$ cat config.mk
export PLATFORM = sky130hd
export DESIGN_NAME = irq_vector_ctrl
export DESIGN_NICKNAME = d
export VERILOG_FILES = /design/src/rtl/irqv_pkg.sv /design/src/rtl/irqv_prio.sv /design/src/rtl/irqv_ctl.sv /design/src/rtl/irqv_dp.sv /design/src/rtl/irq_vector_ctrl.sv
export SDC_FILE = /design/constraint.sdc
export NUM_CORES = 1
export LEC_CHECK = 0
export ABC_AREA = 1
export BUFFER_PORTS_ARGS = -buffer_cell sky130_fd_sc_hd__buf_4
export CAP_MARGIN = 20
export CORE_UTILIZATION = 40
export DETAILED_ROUTE_END_ITERATION = 7
export GPL_TIMING_DRIVEN = 0
export PLACE_DENSITY_LB_ADDON = 0.05
export SYNTH_ARGS = -nofsm -noshare
export SYNTH_HDL_FRONTEND = slang
export SYNTH_HIERARCHICAL = 1
export SYNTH_SLANG_ARGS = --single-unit
$ cat constraint.sdc
create_clock -name clk -period 9.8 [get_ports clk]
set_input_delay 0.49 -clock clk [delete_from_list [all_inputs] [get_ports clk]]
set_output_delay 0.49 -clock clk [all_outputs]
set_load 0.005 [all_outputs]
$ cat src/rtl/irqv_pkg.sv
package irqv_pkg;

  // Register kinds decoded from the bus address
  typedef enum logic [2:0] {
    RK_NONE,
    RK_VECTOR,
    RK_GUARD,
    RK_NMICFG,
    RK_PEND,
    RK_EN,
    RK_MASK
  } regKind_t;

  // Trigger selection for source 0
  typedef enum logic [1:0] {
    NMI_LOW  = 2'd0,
    NMI_HIGH = 2'd1,
    NMI_FALL = 2'd2,
    NMI_RISE = 2'd3
  } nmiMode_t;

  // Strobes from the control decoder to the datapath
  typedef struct packed {
    regKind_t   wrKind;
    regKind_t   rdKind;
    logic [1:0] bank;
  } busStrobe_t;

  // Address regions (byte address bits [7:4])
  localparam logic [3:0] REGION_CTRL  = 4'h0;
  localparam logic [3:0] REGION_PEND  = 4'h1;
  localparam logic [3:0] REGION_FPEND = 4'h2;
  localparam logic [3:0] REGION_EN    = 4'h4;
  localparam logic [3:0] REGION_MASK  = 4'h5;

  // Word slots inside the control region (byte address bits [3:2])
  localparam logic [1:0] SLOT_VECTOR = 2'd0;
  localparam logic [1:0] SLOT_GUARD  = 2'd2;
  localparam logic [1:0] SLOT_NMICFG = 2'd3;

endpackage

$ cat src/rtl/irqv_prio.sv
module irqv_prio #(
  parameter int unsigned REQ_W = 96,
  localparam int unsigned IDX_W = $clog2(REQ_W)
) (
  input  logic [REQ_W-1:0] reqVec,
  output logic [IDX_W-1:0] winIdx,
  output logic             anyReq
);

  // Lowest index wins: scan from the top so the last hit is the lowest.
  always_comb begin
    winIdx = '0;
    for (int i = REQ_W - 1; i >= 0; i--) begin
      if (reqVec[i]) winIdx = IDX_W'(i);
    end
  end

  assign anyReq = |reqVec;

endmodule

$ cat src/rtl/irqv_ctl.sv
module irqv_ctl
  import irqv_pkg::*;
#(
  parameter int unsigned ADDR_W = 8,
  parameter int unsigned BANKS  = 3
) (
  input  logic [ADDR_W-1:0] busAddr,
  input  logic              busWe,
  output busStrobe_t        stb
);

  logic [3:0] region;
  logic [1:0] slot;
  logic       hiZero;
  logic       aligned;
  logic       bankOk;
  regKind_t   kind;

  assign region  = busAddr[7:4];
  assign slot    = busAddr[3:2];
  assign aligned = (busAddr[1:0] == 2'b00);
  assign bankOk  = (32'(slot) < BANKS);

  // Upper address bits, when present, must be zero
  generate
    if (ADDR_W > 8) begin : g_hi
      assign hiZero = ~|busAddr[ADDR_W-1:8];
    end else begin : g_nohi
      assign hiZero = 1'b1;
    end
  endgenerate

  always_comb begin
    kind = RK_NONE;
    if (hiZero && aligned) begin
      unique case (region)
        REGION_CTRL: begin
          case (slot)
            SLOT_VECTOR: kind = RK_VECTOR;
            SLOT_GUARD:  kind = RK_GUARD;
            SLOT_NMICFG: kind = RK_NMICFG;
            default:     kind = RK_NONE;
          endcase
        end
        REGION_PEND: kind = bankOk ? RK_PEND : RK_NONE;
        REGION_EN:   kind = bankOk ? RK_EN   : RK_NONE;
        REGION_MASK: kind = bankOk ? RK_MASK : RK_NONE;
        default:     kind = RK_NONE;
      endcase
    end
  end

  always_comb begin
    stb.rdKind = kind;
    stb.bank   = slot;
    stb.wrKind = RK_NONE;
    if (busWe && kind != RK_VECTOR) stb.wrKind = kind;
  end

endmodule

$ cat src/rtl/irqv_dp.sv
module irqv_dp
  import irqv_pkg::*;
#(
  parameter int unsigned BANKS  = 3,
  parameter int unsigned BANK_W = 32,
  localparam int unsigned NUM_SRC = BANKS * BANK_W,
  localparam int unsigned IDX_W   = $clog2(NUM_SRC)
) (
  input  logic               clk,
  input  logic               rst_n,
  input  logic [NUM_SRC-1:0] irqSrc,
  input  busStrobe_t         stb,
  input  logic [BANK_W-1:0]  busWdata,
  input  logic [IDX_W-1:0]   vecIdx,
  output logic [BANK_W-1:0]  busRdata,
  output logic [NUM_SRC-1:0] pendVec,
  output logic [NUM_SRC-1:0] enVec,
  output logic [NUM_SRC-1:0] maskVec,
  output logic [NUM_SRC-1:0] activeVec
);

  logic [NUM_SRC-1:0] pendQ, enQ, maskQ;
  logic [1:0]         nmiCfgQ;
  logic               guardQ;
  logic               nmiPrevQ;
  logic               nmiHit;
  logic               nmiClr;
  logic               pend0Next;

  // Source 0 trigger detection
  always_comb begin
    unique case (nmiMode_t'(nmiCfgQ))
      NMI_LOW:  nmiHit = ~irqSrc[0];
      NMI_HIGH: nmiHit =  irqSrc[0];
      NMI_FALL: nmiHit =  nmiPrevQ & ~irqSrc[0];
      NMI_RISE: nmiHit = ~nmiPrevQ &  irqSrc[0];
      default:  nmiHit = 1'b0;
    endcase
  end

  assign nmiClr    = (stb.wrKind == RK_PEND) && (stb.bank == 2'd0) && busWdata[0];
  assign pend0Next = nmiHit | (pendQ[0] & ~nmiClr);

  // Pending: source 0 sticky, others follow their level
  always_ff @(posedge clk or negedge rst_n) begin
    if (!rst_n) begin
      pendQ    <= '0;
      nmiPrevQ <= 1'b0;
    end else begin
      pendQ    <= {irqSrc[NUM_SRC-1:1], pend0Next};
      nmiPrevQ <= irqSrc[0];
    end
  end

  // Enable and block words
  always_ff @(posedge clk or negedge rst_n) begin
    if (!rst_n) begin
      enQ   <= '0;
      maskQ <= '0;
    end else begin
      for (int b = 0; b < int'(BANKS); b++) begin
        if (stb.wrKind == RK_EN && stb.bank == 2'(b))
          enQ[b*BANK_W +: BANK_W] <= busWdata;
        if (stb.wrKind == RK_MASK && stb.bank == 2'(b))
          maskQ[b*BANK_W +: BANK_W] <= busWdata;
      end
    end
  end

  // Control words
  always_ff @(posedge clk or negedge rst_n) begin
    if (!rst_n) begin
      nmiCfgQ <= 2'd0;
      guardQ  <= 1'b0;
    end else begin
      if (stb.wrKind == RK_NMICFG) nmiCfgQ <= busWdata[1:0];
      if (stb.wrKind == RK_GUARD)  guardQ  <= busWdata[0];
    end
  end

  assign activeVec = pendQ & enQ & ~maskQ;
  assign pendVec   = pendQ;
  assign enVec     = enQ;
  assign maskVec   = maskQ;

  // Read mux
  always_comb begin
    busRdata = '0;
    unique case (stb.rdKind)
      RK_VECTOR: busRdata[IDX_W+1:2] = vecIdx;
      RK_GUARD:  busRdata[0]         = guardQ;
      RK_NMICFG: busRdata[1:0]       = nmiCfgQ;
      RK_PEND, RK_EN, RK_MASK: begin
        for (int b = 0; b < int'(BANKS); b++) begin
          if (stb.bank == 2'(b)) begin
            if (stb.rdKind == RK_PEND) busRdata = pendQ[b*BANK_W +: BANK_W];
            if (stb.rdKind == RK_EN)   busRdata = enQ[b*BANK_W +: BANK_W];
            if (stb.rdKind == RK_MASK) busRdata = maskQ[b*BANK_W +: BANK_W];
          end
        end
      end
      default: busRdata = '0;
    endcase
  end

endmodule

$ cat src/rtl/irq_vector_ctrl.sv
module irq_vector_ctrl
  import irqv_pkg::*;
#(
  parameter int unsigned BANKS  = 3,
  parameter int unsigned BANK_W = 32,
  parameter int unsigned ADDR_W = 8,
  localparam int unsigned NUM_SRC = BANKS * BANK_W,
  localparam int unsigned IDX_W   = $clog2(NUM_SRC)
) (
  input  logic               clk,
  input  logic               rst_n,
  input  logic [NUM_SRC-1:0] irqSrc,
  input  logic [ADDR_W-1:0]  busAddr,
  input  logic               busWe,
  input  logic [BANK_W-1:0]  busWdata,
  output logic [BANK_W-1:0]  busRdata,
  output logic               irqOut
);

  busStrobe_t         stb;
  logic [NUM_SRC-1:0] pendVec, enVec, maskVec, activeVec;
  logic [IDX_W-1:0]   vecIdx;
  logic               vecAny;

  irqv_ctl #(.ADDR_W(ADDR_W), .BANKS(BANKS)) u_ctl (
    .busAddr (busAddr),
    .busWe   (busWe),
    .stb     (stb)
  );

  irqv_dp #(.BANKS(BANKS), .BANK_W(BANK_W)) u_dp (
    .clk       (clk),
    .rst_n     (rst_n),
    .irqSrc    (irqSrc),
    .stb       (stb),
    .busWdata  (busWdata),
    .vecIdx    (vecIdx),
    .busRdata  (busRdata),
    .pendVec   (pendVec),
    .enVec     (enVec),
    .maskVec   (maskVec),
    .activeVec (activeVec)
  );

  irqv_prio #(.REQ_W(NUM_SRC)) u_prio (
    .reqVec (activeVec),
    .winIdx (vecIdx),
    .anyReq (vecAny)
  );

  assign irqOut = vecAny;

endmodule

Yosys cells after proc, flatten, opt, wreduce, memory -nomap -nowiden
Index checks and enable logic that the tools add are counted.
W data, S select, Z words.
{"block": "totals", "ff_bits": 292, "wordCells": 177}
{"block": "op_classes", "n_lt_le_gt_ge": 1, "eq_ne": 21, "n_mux": 120, "bitwise": 10, "reduce_logical": 15}
{"operator": "$mux W7", "n": 96}
{"operator": "$mux W32", "n": 12}
{"operator": "$and A96 B96 Y96", "n": 2}
{"operator": "$not A96 Y96", "n": 1}
{"operator": "$reduce_or A96 Y1", "n": 1}
{"operator": "$mux W23", "n": 1}
{"operator": "$eq A3 B3 Y1 const B", "n": 6}
{"operator": "$mux W3", "n": 5}
{"operator": "$pmux W7 S2", "n": 1}
{"operator": "$eq A3 B2 Y1 const B", "n": 4}
{"operator": "$pmux W3 S4", "n": 1}
{"operator": "$logic_and A1 B1 Y1", "n": 9}
{"operator": "$eq A2 B2 Y1 const B", "n": 4}
{"operator": "$eq A4 B3 Y1 const B", "n": 2}
{"operator": "$logic_not A2 Y1", "n": 3}
{"operator": "$pmux W2 S3", "n": 1}
{"operator": "$eq A2 B1 Y1 const B", "n": 2}
{"operator": "$eq A4 B1 Y1 const B", "n": 1}
{"operator": "$logic_not A4 Y1", "n": 1}
{"operator": "$pmux W1 S4", "n": 1}
{"operator": "$and A1 B1 Y1", "n": 3}
{"operator": "$eq A3 B1 Y1 const B", "n": 1}
{"operator": "$ne A3 B1 Y1 const B", "n": 1}
{"operator": "$not A1 Y1", "n": 3}
{"operator": "5 further kinds", "n": 5}

Longest topological paths before layout
{"block": "logic_depth", "word_depth": 99, "depth_mapped": 99}

Modules after synthesis
The synthesis kept the hierarchy.
{"mod": "irqv_dp", "n_inst": 1, "cells_per_inst": 1811, "area_per_inst_um2": 14013.4, "seq_area_each_um2": 7307.0}
{"mod": "irqv_prio", "n_inst": 1, "cells_per_inst": 354, "area_per_inst_um2": 1447.6, "seq_area_each_um2": 0.0}
{"mod": "irqv_ctl", "n_inst": 1, "cells_per_inst": 37, "area_per_inst_um2": 192.7, "seq_area_each_um2": 0.0}

Least setup slack after synthesis
No wires, ideal clock.
{"block": "synth_timing", "path_type": "reg2out", "from": "register u_dp.maskQ[93], in the netlist u_dp/maskVec[93]", "to": "output port busRdata[2]", "arrival_ns": 4.657, "required_time_ns": 9.310, "slack_ns": 4.653, "stages_incl_launch_ff": 98, "path_cell_list": "dfrtp_1 nor2_1 inv_2 nand2_1 nand2_1 nand2_1 nand2_1 nand2_1 nand2_1 nand2_1 nand2_1 nand2_1 nand2_1 nand2_1 nand2_1 nand2_1 nand2_1 nand2_1 [62 not listed] nand2_1 nand2_1 nand2_1 nand2_1 nand2_1 nand2_1 nand2_1 nand2_1 nand2_1 nand2_1 nand2_1 nand2_1 nand2_1 nand2_1 nand2_1 a21oi_2 nand2_1 nand2_1"}
{"block": "synth_via", "elab_chain_len": 97}
{"element": "from (decl)", "line": "irqv_dp.sv:22", "source": "logic [NUM_SRC-1:0] pendQ, enQ, maskQ;"}
{"element": "from (signal, indexed assignment)", "line": "irqv_dp.sv:65", "source": "maskQ[b*BANK_W +: BANK_W] <= busWdata;"}
{"element": "$not A96 Y96", "line": "irqv_dp.sv:81", "source": "assign activeVec = pendQ & enQ & ~maskQ;"}
{"element": "$and A96 B96 Y96", "line": "irqv_dp.sv:81"}
{"element": "via activeVec[93]", "line": "irq_vector_ctrl.sv:21", "source": "logic [NUM_SRC-1:0] pendVec, enVec, maskVec, activeVec;"}
{"element": "$mux W7 (94 in a row)", "line": "irqv_prio.sv:14", "source": "if (reqVec[i]) winIdx = IDX_W'(i);"}
{"element": "via vecIdx[0]", "line": "irq_vector_ctrl.sv:22", "source": "logic [IDX_W-1:0] vecIdx;"}
{"element": "$pmux W7 S2", "line": "irqv_dp.sv:89", "source": "unique case (stb.rdKind)"}
{"element": "to (decl)", "line": "irq_vector_ctrl.sv:16", "source": "output logic [BANK_W-1:0] busRdata,"}
The timed path passes the listed nets, and every way through them passes these cells.

Worst setup path after layout
{"block": "layout_timing", "from": "register u_dp.pendQ[95], in the netlist u_dp/pendVec[95]", "to": "output port busRdata[2]"}
{"block": "layout_via", "elab_chain_len": 99}
{"element": "from (decl)", "line": "irqv_dp.sv:22"}
{"element": "from (signal assigned)", "line": "irqv_dp.sv:50", "source": "pendQ <= {irqSrc[NUM_SRC-1:1], pend0Next};"}
{"element": "$and A96 B96 Y96 (2 in a row)", "line": "irqv_dp.sv:81"}
{"element": "via activeVec[95]", "line": "irq_vector_ctrl.sv:21"}
{"element": "$mux W7 (96 in a row)", "line": "irqv_prio.sv:14"}
{"element": "via vecIdx[0]", "line": "irq_vector_ctrl.sv:22"}
{"element": "$pmux W7 S2", "line": "irqv_dp.sv:89"}
The timed path passes the listed nets, and every way through them passes these cells.

==> results.toml <==
[global_routing]
use_met3 = 0.0607
busiest_layer = "met2"
grt_pass1_wl_mm = 89.5
antenna_found_initial = 0
met1_usage = 0.447
grtUsageMet2 = 0.457
grt_max_degree = 110
grt-ovfl-total = 0
grt_usage = 0.308
grt_pass1_vias = 14500

[critical_path]
critPathArrivalTime_ns = 6.88
r2r_cells = 3
cp_num_buf_inv = 1
r2r_slack_ns = 8.91
crit_type = "reg -> out"
slowest_stage = "dfrtp_1"
cp_data_required_time_ns = 9.31
crit_top_cell = "nand2_1"
crit_family = "simple AND/OR/NAND/NOR gates"
cp.depth = 99
cp-end-kind = "output pin"
worst_setup_path_start_kind = "flop"
cp_max_fo = 2
critPathMaxStageDelay_ns = 0.40

[worst_hold_path]
min_delay_path_depth = 1
hp-class = "in -> reg"

[logic_synthesis]
syn-num-nets = 2343
syn_avg_cell_area_sq_um = 7.11
synth_top_flop_cell = "dfrtp_1"
synth_area_leaders = "dfrtp_1 47%, nand2_1 15%, inv_1 8.9%"
synth_top_area_share = 0.467
syn_area_sq_um = 15700
yosysSeqAreaShare = 0.467
synth_most_common_cell = "nand2_1"
synth_edf_count = 0
postSynthCellCount = 2202
synth_common_cells = "629 x nand2_1, 372 x inv_1, 292 x dfrtp_1, 260 x o21ai_0, 165 x nor2_1"
yosysUniqueCellTypes = 41
synth_seq_cells = 292
synth_async_sr_flop_share = 1.00
yosys.area.top_type = "dfrtp_1"
ys_warn_count = 6

[power]
finalPower_mw = 2.82
share_seq_of_total_power = 0.440
irDropWorstVdd_mv = 0.103
comb_power_share = 0.084
leakagePower_nw = 10.0
power_density_nw_per_um2 = 150
switching_power_uw = 698
p_int_mw = 2.13
p_sw_frac = 0.247
p_clk_frac = 0.476

[layout]
synthToLayoutAreaGrowth_pct = 20.5
nets = 2557
design_area_sq_um = 18900
multi_input_area_sq_um = 6420
fillers = 3914
diodes = 0
drive_above_1_share = 0.130
regArea_sq_um = 7310
stdcell_count = 2960

[placed_design]
place.gp.congestion = 0.973
dp.cells = 2893
placed_area_sq_um = 17600
portBuffers = 171
hpwlAfterDp_mm = 45.4

[sta]
skew_ns = 0.00734
fin_crit_ns = 7.37
setup_viol = 0
post-route-period-util = 0.752
fmax_mhz = 136
worstMarginPinSlew_ns = 1.06
rsz0062_at_grt = "no"
slew_violations = 0
fin_hold_ws_ns = 0.0437
slew-limit-headroom = 0.293
finalHoldViolCount = 0
setup_tns_ns = 0

[clocking]
path_clk_slew_ns = 0.06
cts_tree = "done"
cts_sinks = 292
clock_latency_ns = 0.55
htree_levels = 2
clockBufferDepth = 3
cts_root_buf = "clkbuf_16"
cts_buffers = 37
cts_setup_buffers = 0

[detailed_routing]
wl_mm = 60.6
drtIter0Drc = 1650
viasPerCell = 5.26
ant_nets = 0
drc = 0
num_vias = 15600
dr.pass1.iters = 7
wl_per_cell_um = 20.5

[run_status]
outcome = "finished, final reports clean"

[run]
cap_violations = 0

[floorplanning]
die_h_um = 200
die_area_sq_um = 39900
initial_core_util = 0.405
rows = 72
core_area_sq_um = 38600
io_pins = 172
die_w_um = 200
==> repair_timing <==
item	4_1_cts	5_1_grt
resized for setup	0	0
hold buffers	1	0
hold endpoints to repair	77	0
==> layer usage <==
metal  share of wire  vias to the layer above
met3           0.095                      104
li1                -                     7320
met5               0                        -
met2            0.43                      724
met4           0.028                        0
met1            0.45                     7410
==> final timing paths <==
path / to / startpoint
max: busRdata[2] / u_dp/pendVec[95]
min: u_dp/pendVec[5] / irqSrc[5]
max reg2reg: u_dp/pendVec[0] / u_dp/nmiCfgQ[1]
min reg2reg: u_dp/guardQ / u_dp/guardQ
max in group asynchronous: u_dp/maskVec[15] / rst_n
min in group asynchronous: u_dp/pendVec[68] / rst_n
==> layout by cell type, fill, tap and decap left out, types with 23 or more instances in the layout <==
master,count
o21ai_0,260
inv_1,372
clkbuf_1,57
buf_4,176
o22ai_1,23
nor2_1,165
nand2_1,629
a21oi_1,160
buf_2,33
nand3_1,63
dfrtp_1,292
clkbuf_16,37
nor3_1,41
==> state kept, by name, indices dropped and copies added, names as in the netlist <==
signal	flops
u_dp/enVec	96
u_dp/guardQ	1
u_dp/maskVec	96
u_dp/nmiCfgQ	2
u_dp/nmiPrevQ	1
u_dp/pendVec	96
==> cell type report <==
type | instances | share of cell area
clock inverters | 6 | 0.00186
flip-flops and latches | 292 | 0.387
well taps | 518 | 0.0343
multi-input cells | 1429 | 0.340
clock buffers | 59 | 0.0619
inverters | 383 | 0.0776
repair buffers | 175 | 0.0723
plain buffers | 98 | 0.0245
==> through the flow <==
| stage | util | setup slack (ns) |
|---|---|---|
| detailed placement | 0.457 | 3.01 |
| global placement | 0.455 | 3.00 |
| CTS | 0.488 | 2.39 |
| floorplan | - | 4.65 |
| global route | 0.488 | 1.55 |
| finish | 0.488 | 2.43 |
==> power by group through the flow <==
| stage | sequential, mW | clock [mW] | combinational (mW) |
|---|---|---|---|
| after CTS | 1.24 | 1.38 | 0.234 |
| after detailed placement | 1.26 | 0 | 0.232 |
| after global placement | 1.26 | 0 | 0.228 |
| final | 1.24 | 1.35 | 0.236 |
| after global routing | 1.24 | 1.43 | 0.259 |
| after floorplan | 1.26 | 0 | 0.0849 |
==> cell families (layout without fill, tap and decap cells) <==
group,Yosys count,count (layout),share of synthesized area
AOI/OAI and AO/OA,491,491,0.165
adders and majority gates,2,2,0.00160
buffers and inverters,481,721,0.123
DFF,292,292,0.467
muxes,10,10,0.00719
and+or+nand+nor,926,926,0.236
No activity file was read; power rests on OpenSTA's default activity.
